### config.mk
export PLATFORM = sky130hd
export DESIGN_NAME = dbg_mon_mux
export DESIGN_NICKNAME = d
export VERILOG_FILES = /design/src/rtl/dbgmux_pkg.sv /design/src/rtl/dbgmux_cfg_reg.sv /design/src/rtl/dbgmux_addr_decode.sv /design/src/rtl/dbgmux_slice_select.sv /design/src/rtl/dbg_mon_mux.sv
export SDC_FILE = /design/constraint.sdc
export NUM_CORES = 1
export LEC_CHECK = 0
export BUFFER_PORTS_ARGS = -buffer_cell sky130_fd_sc_hd__buf_4
export CAP_MARGIN = 20
export CORE_ASPECT_RATIO = 1.75
export CORE_UTILIZATION = 32
export DETAILED_ROUTE_END_ITERATION = 10
export PLACE_DENSITY = 0.78
export SLEW_MARGIN = 20
export SYNTH_ARGS = -nofsm -noshare
export SYNTH_HDL_FRONTEND = slang
export SYNTH_SLANG_ARGS = --single-unit
### constraint.sdc
create_clock -name clk_i -period 2.7 [get_ports clk_i]
set_input_delay 0.81 -clock clk_i [delete_from_list [all_inputs] [get_ports clk_i]]
set_output_delay 0.81 -clock clk_i [all_outputs]
set_load 0.05 [all_outputs]
### src/rtl/dbgmux_pkg.sv
package dbgmux_pkg;

  // Number of port-wide slices needed to cover a node of node_w bits.
  function automatic int unsigned slices_for(int unsigned node_w, int unsigned port_w);
    return (node_w + port_w - 1) / port_w;
  endfunction

  // Width of a field that can hold 0..slices_for(node_w, port_w).
  function automatic int unsigned cnt_bits(int unsigned node_w, int unsigned port_w);
    return $clog2(slices_for(node_w, port_w) + 1);
  endfunction

  // Lowest node bit that slice k exposes.
  function automatic int unsigned slice_lsb(int unsigned k, int unsigned port_w);
    return k * port_w;
  endfunction

endpackage

### src/rtl/dbgmux_cfg_reg.sv
module dbgmux_cfg_reg #(
  parameter int unsigned ADDR_W = 6
) (
  input  logic              clk_i,
  input  logic              rst_ni,
  input  logic              wr_i,
  input  logic [ADDR_W-1:0] wdata_i,
  input  logic              frame_start_i,
  output logic [ADDR_W-1:0] pending_o,
  output logic [ADDR_W-1:0] load_o,
  output logic [ADDR_W-1:0] active_o
);

  logic [ADDR_W-1:0] pending_q;
  logic [ADDR_W-1:0] active_q;

  // Value the active register takes on a frame start; forwards a same-cycle write.
  assign load_o = wr_i ? wdata_i : pending_q;

  always_ff @(posedge clk_i or negedge rst_ni) begin
    if (!rst_ni) begin
      pending_q <= '0;
      active_q  <= '0;
    end else begin
      if (wr_i) begin
        pending_q <= wdata_i;
      end
      if (frame_start_i) begin
        active_q <= load_o;
      end
    end
  end

  assign pending_o = pending_q;
  assign active_o  = active_q;

endmodule

### src/rtl/dbgmux_addr_decode.sv
module dbgmux_addr_decode
  import dbgmux_pkg::*;
#(
  parameter int unsigned            NUM_NODES   = 4,
  parameter int unsigned            DBG_W       = 8,
  parameter logic [NUM_NODES*8-1:0] NODE_WIDTHS = {8'd3, 8'd20, 8'd8, 8'd32},
  parameter int unsigned            ADDR_W      = 6,
  parameter int unsigned            NODE_IDX_W  = 2,
  parameter int unsigned            SLICE_W     = 2,
  parameter int unsigned            SCNT_W      = 3
) (
  input  logic [ADDR_W-1:0]     addr_i,
  output logic                  hit_o,
  output logic [NUM_NODES-1:0]  hit_vec_o,
  output logic [NODE_IDX_W-1:0] node_o,
  output logic [SLICE_W-1:0]    slice_o,
  output logic [SCNT_W-1:0]     cnt_o
);

  // First debug address of node idx: sum of slice counts of lower nodes.
  function automatic int unsigned base_of(int unsigned idx);
    int unsigned acc;
    acc = 0;
    for (int unsigned i = 0; i < idx; i++) begin
      acc += slices_for(int'(NODE_WIDTHS[i*8 +: 8]), DBG_W);
    end
    return acc;
  endfunction

  logic [ADDR_W:0]    addr_ext;
  logic [SLICE_W-1:0] off_arr [NUM_NODES];
  logic [SCNT_W-1:0]  cnt_arr [NUM_NODES];

  assign addr_ext = {1'b0, addr_i};

  for (genvar n = 0; n < NUM_NODES; n++) begin : g_node
    localparam int unsigned    NW     = int'(NODE_WIDTHS[n*8 +: 8]);
    localparam int unsigned    CNT    = slices_for(NW, DBG_W);
    localparam logic [ADDR_W:0] BASE_A = (ADDR_W+1)'(base_of(n));
    localparam logic [ADDR_W:0] END_A  = (ADDR_W+1)'(base_of(n) + CNT);

    assign hit_vec_o[n] = (addr_ext >= BASE_A) && (addr_ext < END_A);
    assign off_arr[n]   = SLICE_W'(addr_ext - BASE_A);
    assign cnt_arr[n]   = SCNT_W'(CNT);
  end

  always_comb begin
    node_o  = '0;
    slice_o = '0;
    cnt_o   = '0;
    for (int n = 0; n < NUM_NODES; n++) begin
      if (hit_vec_o[n]) begin
        node_o  = NODE_IDX_W'(n);
        slice_o = off_arr[n];
        cnt_o   = cnt_arr[n];
      end
    end
  end

  assign hit_o = |hit_vec_o;

endmodule

### src/rtl/dbgmux_slice_select.sv
module dbgmux_slice_select
  import dbgmux_pkg::*;
#(
  parameter int unsigned            NUM_NODES   = 4,
  parameter int unsigned            DBG_W       = 8,
  parameter int unsigned            MAX_NODE_W  = 32,
  parameter logic [NUM_NODES*8-1:0] NODE_WIDTHS = {8'd3, 8'd20, 8'd8, 8'd32},
  parameter int unsigned            NODE_IDX_W  = 2,
  parameter int unsigned            SLICE_W     = 2
) (
  input  logic [NUM_NODES*MAX_NODE_W-1:0] node_data_i,
  input  logic                            hit_i,
  input  logic [NODE_IDX_W-1:0]           node_i,
  input  logic [SLICE_W-1:0]              slice_i,
  output logic [DBG_W-1:0]                slice_o
);

  localparam int unsigned MAX_SLICES = slices_for(MAX_NODE_W, DBG_W);
  localparam int unsigned PAD_W      = MAX_SLICES * DBG_W;

  logic [PAD_W-1:0] masked [NUM_NODES];
  logic [PAD_W-1:0] sel_word;

  // Clear every bit above each node's declared width, so top slices are zero-padded.
  for (genvar n = 0; n < NUM_NODES; n++) begin : g_mask
    localparam int unsigned          NW   = int'(NODE_WIDTHS[n*8 +: 8]);
    localparam logic [MAX_NODE_W-1:0] MASK = {MAX_NODE_W{1'b1}} >> (MAX_NODE_W - NW);
    assign masked[n] = PAD_W'(node_data_i[n*MAX_NODE_W +: MAX_NODE_W] & MASK);
  end

  always_comb begin
    sel_word = '0;
    for (int n = 0; n < NUM_NODES; n++) begin
      if (hit_i && (node_i == NODE_IDX_W'(n))) begin
        sel_word = masked[n];
      end
    end
  end

  assign slice_o = DBG_W'(sel_word >> slice_lsb(int'(slice_i), DBG_W));

endmodule

### src/rtl/dbg_mon_mux.sv
module dbg_mon_mux
  import dbgmux_pkg::*;
#(
  parameter int unsigned            NUM_NODES   = 4,
  parameter int unsigned            DBG_W       = 8,
  parameter int unsigned            MAX_NODE_W  = 32,
  parameter logic [NUM_NODES*8-1:0] NODE_WIDTHS = {8'd3, 8'd20, 8'd8, 8'd32},
  parameter int unsigned            ADDR_W      = 6
) (
  input  logic                                            clk_i,
  input  logic                                            rst_ni,
  input  logic                                            cfg_wr_i,
  input  logic [ADDR_W-1:0]                               cfg_wdata_i,
  output logic [cnt_bits(MAX_NODE_W, DBG_W)+ADDR_W-1:0]   cfg_rdata_o,
  input  logic                                            frame_start_i,
  input  logic [NUM_NODES*MAX_NODE_W-1:0]                 node_data_i,
  input  logic [NUM_NODES-1:0]                            node_valid_i,
  output logic [DBG_W-1:0]                                dbg_data_o,
  output logic                                            dbg_valid_o
);

  localparam int unsigned MAX_SLICES = slices_for(MAX_NODE_W, DBG_W);
  localparam int unsigned SLICE_W    = (MAX_SLICES > 1) ? $clog2(MAX_SLICES) : 1;
  localparam int unsigned SCNT_W     = cnt_bits(MAX_NODE_W, DBG_W);
  localparam int unsigned NODE_IDX_W = (NUM_NODES > 1) ? $clog2(NUM_NODES) : 1;

  // Named internal events, observed by the bound checker.
  logic [ADDR_W-1:0]     pending_addr;
  logic [ADDR_W-1:0]     load_addr;
  logic [ADDR_W-1:0]     active_addr;
  logic                  dec_hit;
  logic [NUM_NODES-1:0]  dec_hit_vec;
  logic [NODE_IDX_W-1:0] dec_node;
  logic [SLICE_W-1:0]    dec_slice;
  logic [SCNT_W-1:0]     dec_cnt;
  logic                  sel_valid;
  logic [DBG_W-1:0]      sel_slice;

  logic [DBG_W-1:0]      dbg_data_q;
  logic                  dbg_valid_q;

  dbgmux_cfg_reg #(
    .ADDR_W(ADDR_W)
  ) u_cfg (
    .clk_i        (clk_i),
    .rst_ni       (rst_ni),
    .wr_i         (cfg_wr_i),
    .wdata_i      (cfg_wdata_i),
    .frame_start_i(frame_start_i),
    .pending_o    (pending_addr),
    .load_o       (load_addr),
    .active_o     (active_addr)
  );

  dbgmux_addr_decode #(
    .NUM_NODES  (NUM_NODES),
    .DBG_W      (DBG_W),
    .NODE_WIDTHS(NODE_WIDTHS),
    .ADDR_W     (ADDR_W),
    .NODE_IDX_W (NODE_IDX_W),
    .SLICE_W    (SLICE_W),
    .SCNT_W     (SCNT_W)
  ) u_decode (
    .addr_i   (active_addr),
    .hit_o    (dec_hit),
    .hit_vec_o(dec_hit_vec),
    .node_o   (dec_node),
    .slice_o  (dec_slice),
    .cnt_o    (dec_cnt)
  );

  dbgmux_slice_select #(
    .NUM_NODES  (NUM_NODES),
    .DBG_W      (DBG_W),
    .MAX_NODE_W (MAX_NODE_W),
    .NODE_WIDTHS(NODE_WIDTHS),
    .NODE_IDX_W (NODE_IDX_W),
    .SLICE_W    (SLICE_W)
  ) u_slice (
    .node_data_i(node_data_i),
    .hit_i      (dec_hit),
    .node_i     (dec_node),
    .slice_i    (dec_slice),
    .slice_o    (sel_slice)
  );

  // The valid of the selected node only; unmapped addresses force it low.
  assign sel_valid = dec_hit & |(node_valid_i & dec_hit_vec);

  always_ff @(posedge clk_i or negedge rst_ni) begin
    if (!rst_ni) begin
      dbg_data_q  <= '0;
      dbg_valid_q <= 1'b0;
    end else begin
      dbg_data_q  <= sel_slice;
      dbg_valid_q <= sel_valid;
    end
  end

  assign dbg_data_o  = dbg_data_q;
  assign dbg_valid_o = dbg_valid_q;
  assign cfg_rdata_o = {dec_cnt, active_addr};

endmodule

==> out/metrics.cfg <==
[detailed_routing]
firstDrtPassIters=4
dr.first_iter.drc_count=22
drc=0
vias=1635
avgRoutedWirePerCell_um=15.4
viasPerCell=5.41
totalWireLength_um=4660
ant_nets=0

[global_routing]
grtUsageTotal_pct=19.5
grt_antenna_before_repair=0
grt_max_degree=22
grt_pass1_vias=1584
grt_pass1_wl_um=7180
grt_overflow_total=0

[timing]
setup_viol=0
period_needed_ns=2.60
slew_violations=0
final_hold_viol_count=0
fin_setup_tns_ns=0
tightest_slew_ns=0.452
rsz0062_at_grt=false
max_freq_mhz=384
slew-limit-headroom_pct=69.7
clock_skew_ns=0.000772
setup_ws_ns=0.0970
period_share_pct=96.4

[placed_design]
gp_congestion=0.919
placed_cells=294
dp_slack_ns=0.115
dpl_cell_area_um2=2310
hpwl_um=3800
io_buffer_count=94

[setup_path]
crit_type=register to output pin
crit_path_cell_trace=clkinv_4 > ha_2 > nor2b_2 > or3_1 > clkinv_4 > buf_6
path_common_cell=clkinv_4
cp-end-kind=output pin
required_ns=1.89
worst_r2r_startpoint=u_cfg.active_o[0]
cp_max_fo=9
cp.arrival_ns=1.79
crit_start=u_cfg.active_o[0]
worst_path_max_delay_cell=dfrtp_2
slowest_delay_ns=0.41
start_kind=register

[logic_synthesis]
async_flop_share_pct=100
synth_top_area_share_pct=34.8
ys_ff_latch=21
synth_nets=291
syn_inst=147
yosys_warnings=0
yosys-top-cells-area=dfrtp_1 (35%), mux2_2 (10%), a221oi_1 (4.1%)
ys_seq_area_share_pct=34.8
synth_edf_count=0
mappedNetlistArea_um2=1510
synth_top_cell_by_area=dfrtp_1
synth_cell_types=44
syn_area_per_cell_um2=10.3
ys.flop_type=dfrtp_1

[floorplan]
ios=160
rows=32
coreArea_um2=4480
die_height_um=92.8
die_area_um2=5010
start_util_pct=33.6
die_w_um=53.9

[clocking]
clockBufferDepth=2
cts_hold_buffers=0
cts-buffers-inserted=3
root_buffer=clkbuf_8
cts.clk_slew.worst_paths_ns=0.07
clkLatencyLatePin_ns=0.26
cts-htree-levels=1
cts_tree=built
clock_sinks=21

[worst_hold_path]
hp-class=primary input to asynchronous set/reset pin

[job]
cap_violations=0

[layout]
design_area_um2=2390
area_growth_pct=58.5
fin_cells=302
fin_nets=396
diodes=0
drive_above_1_share_pct=55.4

[power]
vdd_ir_drop_max_mv=0.287
pwr_density_cell_nw_per_um2=491
leakage_nw=1.10
power.total_mw=1.18

[status]
status=finished, final reports clean

synth_stat cells (2+ instances only):
library cell / n
a211oi_1: 5
a221o_1: 3
a221oi_1: 7
a22o_1: 6
a22oi_1: 3
a2bb2oi_1: 2
a31oi_1: 3
buf_2: 2
buf_6: 2
clkbuf_1: 3
dfrtp_1: 21
ha_1: 2
inv_1: 3
mux2_2: 14
mux2i_1: 4
nand2_1: 10
nand2b_1: 4
nand3_1: 2
nor2_1: 6
nor2b_1: 3
nor3b_1: 6
o2111ai_1: 2
o211ai_2: 2
o21ai_0: 6
o32ai_1: 6
or3_1: 2
area by class of cell:
cell class                 count  area, µm²
inverter                       5       28.8
sequential                    21        527
timing repair buffer         109        822
multi-input combinational    112        906
fill                         437       2090
tap                           51       63.8
clock buffer                   4       45.0
sequential cells by signal (all words and copies together) (netlist names):
register and flops:
dbg_data_o 8, dbg_valid_o 1, u_cfg.active_o 6, u_cfg.pending_o 6
cells in the final DEF (no fill, tap or decap), types with 3 or more instances in the layout:
| cell type | synthesis | layout |
|---|---|---|
| buf_4 | 0 | 108 |
| nor3b_1 | 6 | 6 |
| a22oi_1 | 3 | 3 |
| a221o_1 | 3 | 3 |
| nand2_1 | 10 | 10 |
| o32ai_1 | 6 | 6 |
| nor2_1 | 6 | 6 |
| inv_1 | 3 | 3 |
| a31oi_1 | 3 | 3 |
| mux2_2 | 14 | 14 |
| o21ai_0 | 6 | 5 |
| a221oi_1 | 7 | 7 |
| nand2b_1 | 4 | 4 |
| a22o_1 | 6 | 6 |
| dfrtp_1 | 21 | 20 |
| a211oi_1 | 5 | 5 |
| clkbuf_8 | 0 | 3 |
| mux2i_1 | 4 | 4 |
worst max-delay path: cells and delay by family (launching register included):
kind / cells / cell delay, ns
AND/OR/NAND/NOR: 2 / 0.56
flip-flops: 1 / 0.41
adder cells (fa/ha/maj): 1 / 0.23
buffers and inverters: 3 / 0.33
power breakdown:
group	leakage [nW]	internal [mW]	switching (mW)	total, mW
clock network	0.0228	0.105	0.0936	0.199
logic	0.815	0.260	0.340	0.600
registers	0.262	0.359	0.0186	0.377
cell families (layout without fill, tap and decap cells):
family          Yosys count  count (layout)  synth area share [%]
buf+inv                  14             118                  5.72
flops                    21              21                  34.8
fa+ha+maj                 2               2                  1.66
mux                      18              18                  13.1
simple gates             39              39                  14.8
compound gates           53              53                  29.9
worst paths after layout:
| kind | to | slack [ns] | depth (start not counted) |
|---|---|---|---|
| worst max-delay path | cfg_rdata_o[7] | 0.1 | 6 |
| worst min-delay path | dbg_data_o[2] | 0.42 | 1 |
| max in group asynchronous | u_cfg.active_o[0] | 2.05 | 1 |
| worst min register to register | u_cfg.pending_o[4] | 0.50 | 1 |
| worst max register to register | dbg_data_o[3] | 0.35 | 7 |
| min in group clk_i | u_cfg.pending_o[4] | 0.50 | 1 |
per-stage QoR:
| step | util [%] | hold slack, ns |
|---|---|---|
| after floorplan | - | 0.468 |
| after global placement | 51.5 | 0.477 |
| after detailed placement | 51.5 | 0.484 |
| after CTS | 53.1 | 0.427 |
| after global routing | 53.3 | 0.436 |
| final | 53.3 | 0.421 |
routing by layer:
metal	track usage, %	wire length, µm	up-vias
met1	22.6	1810	763
met3	1.64	221	8
met4	9.65	85	0
li1	-	-	794
met5	0	0	-
met2	33.8	2540	70
repair_timing:
action                                 in CTS  in global routing
resized for setup                           1                  1
cloned                                      0                  0
setup endpoints to repair                   1                  1
buffers inserted                            3                  1
endpoints found under the hold margin       0                  0
Note: power is estimated with default switching activity, not from simulation.
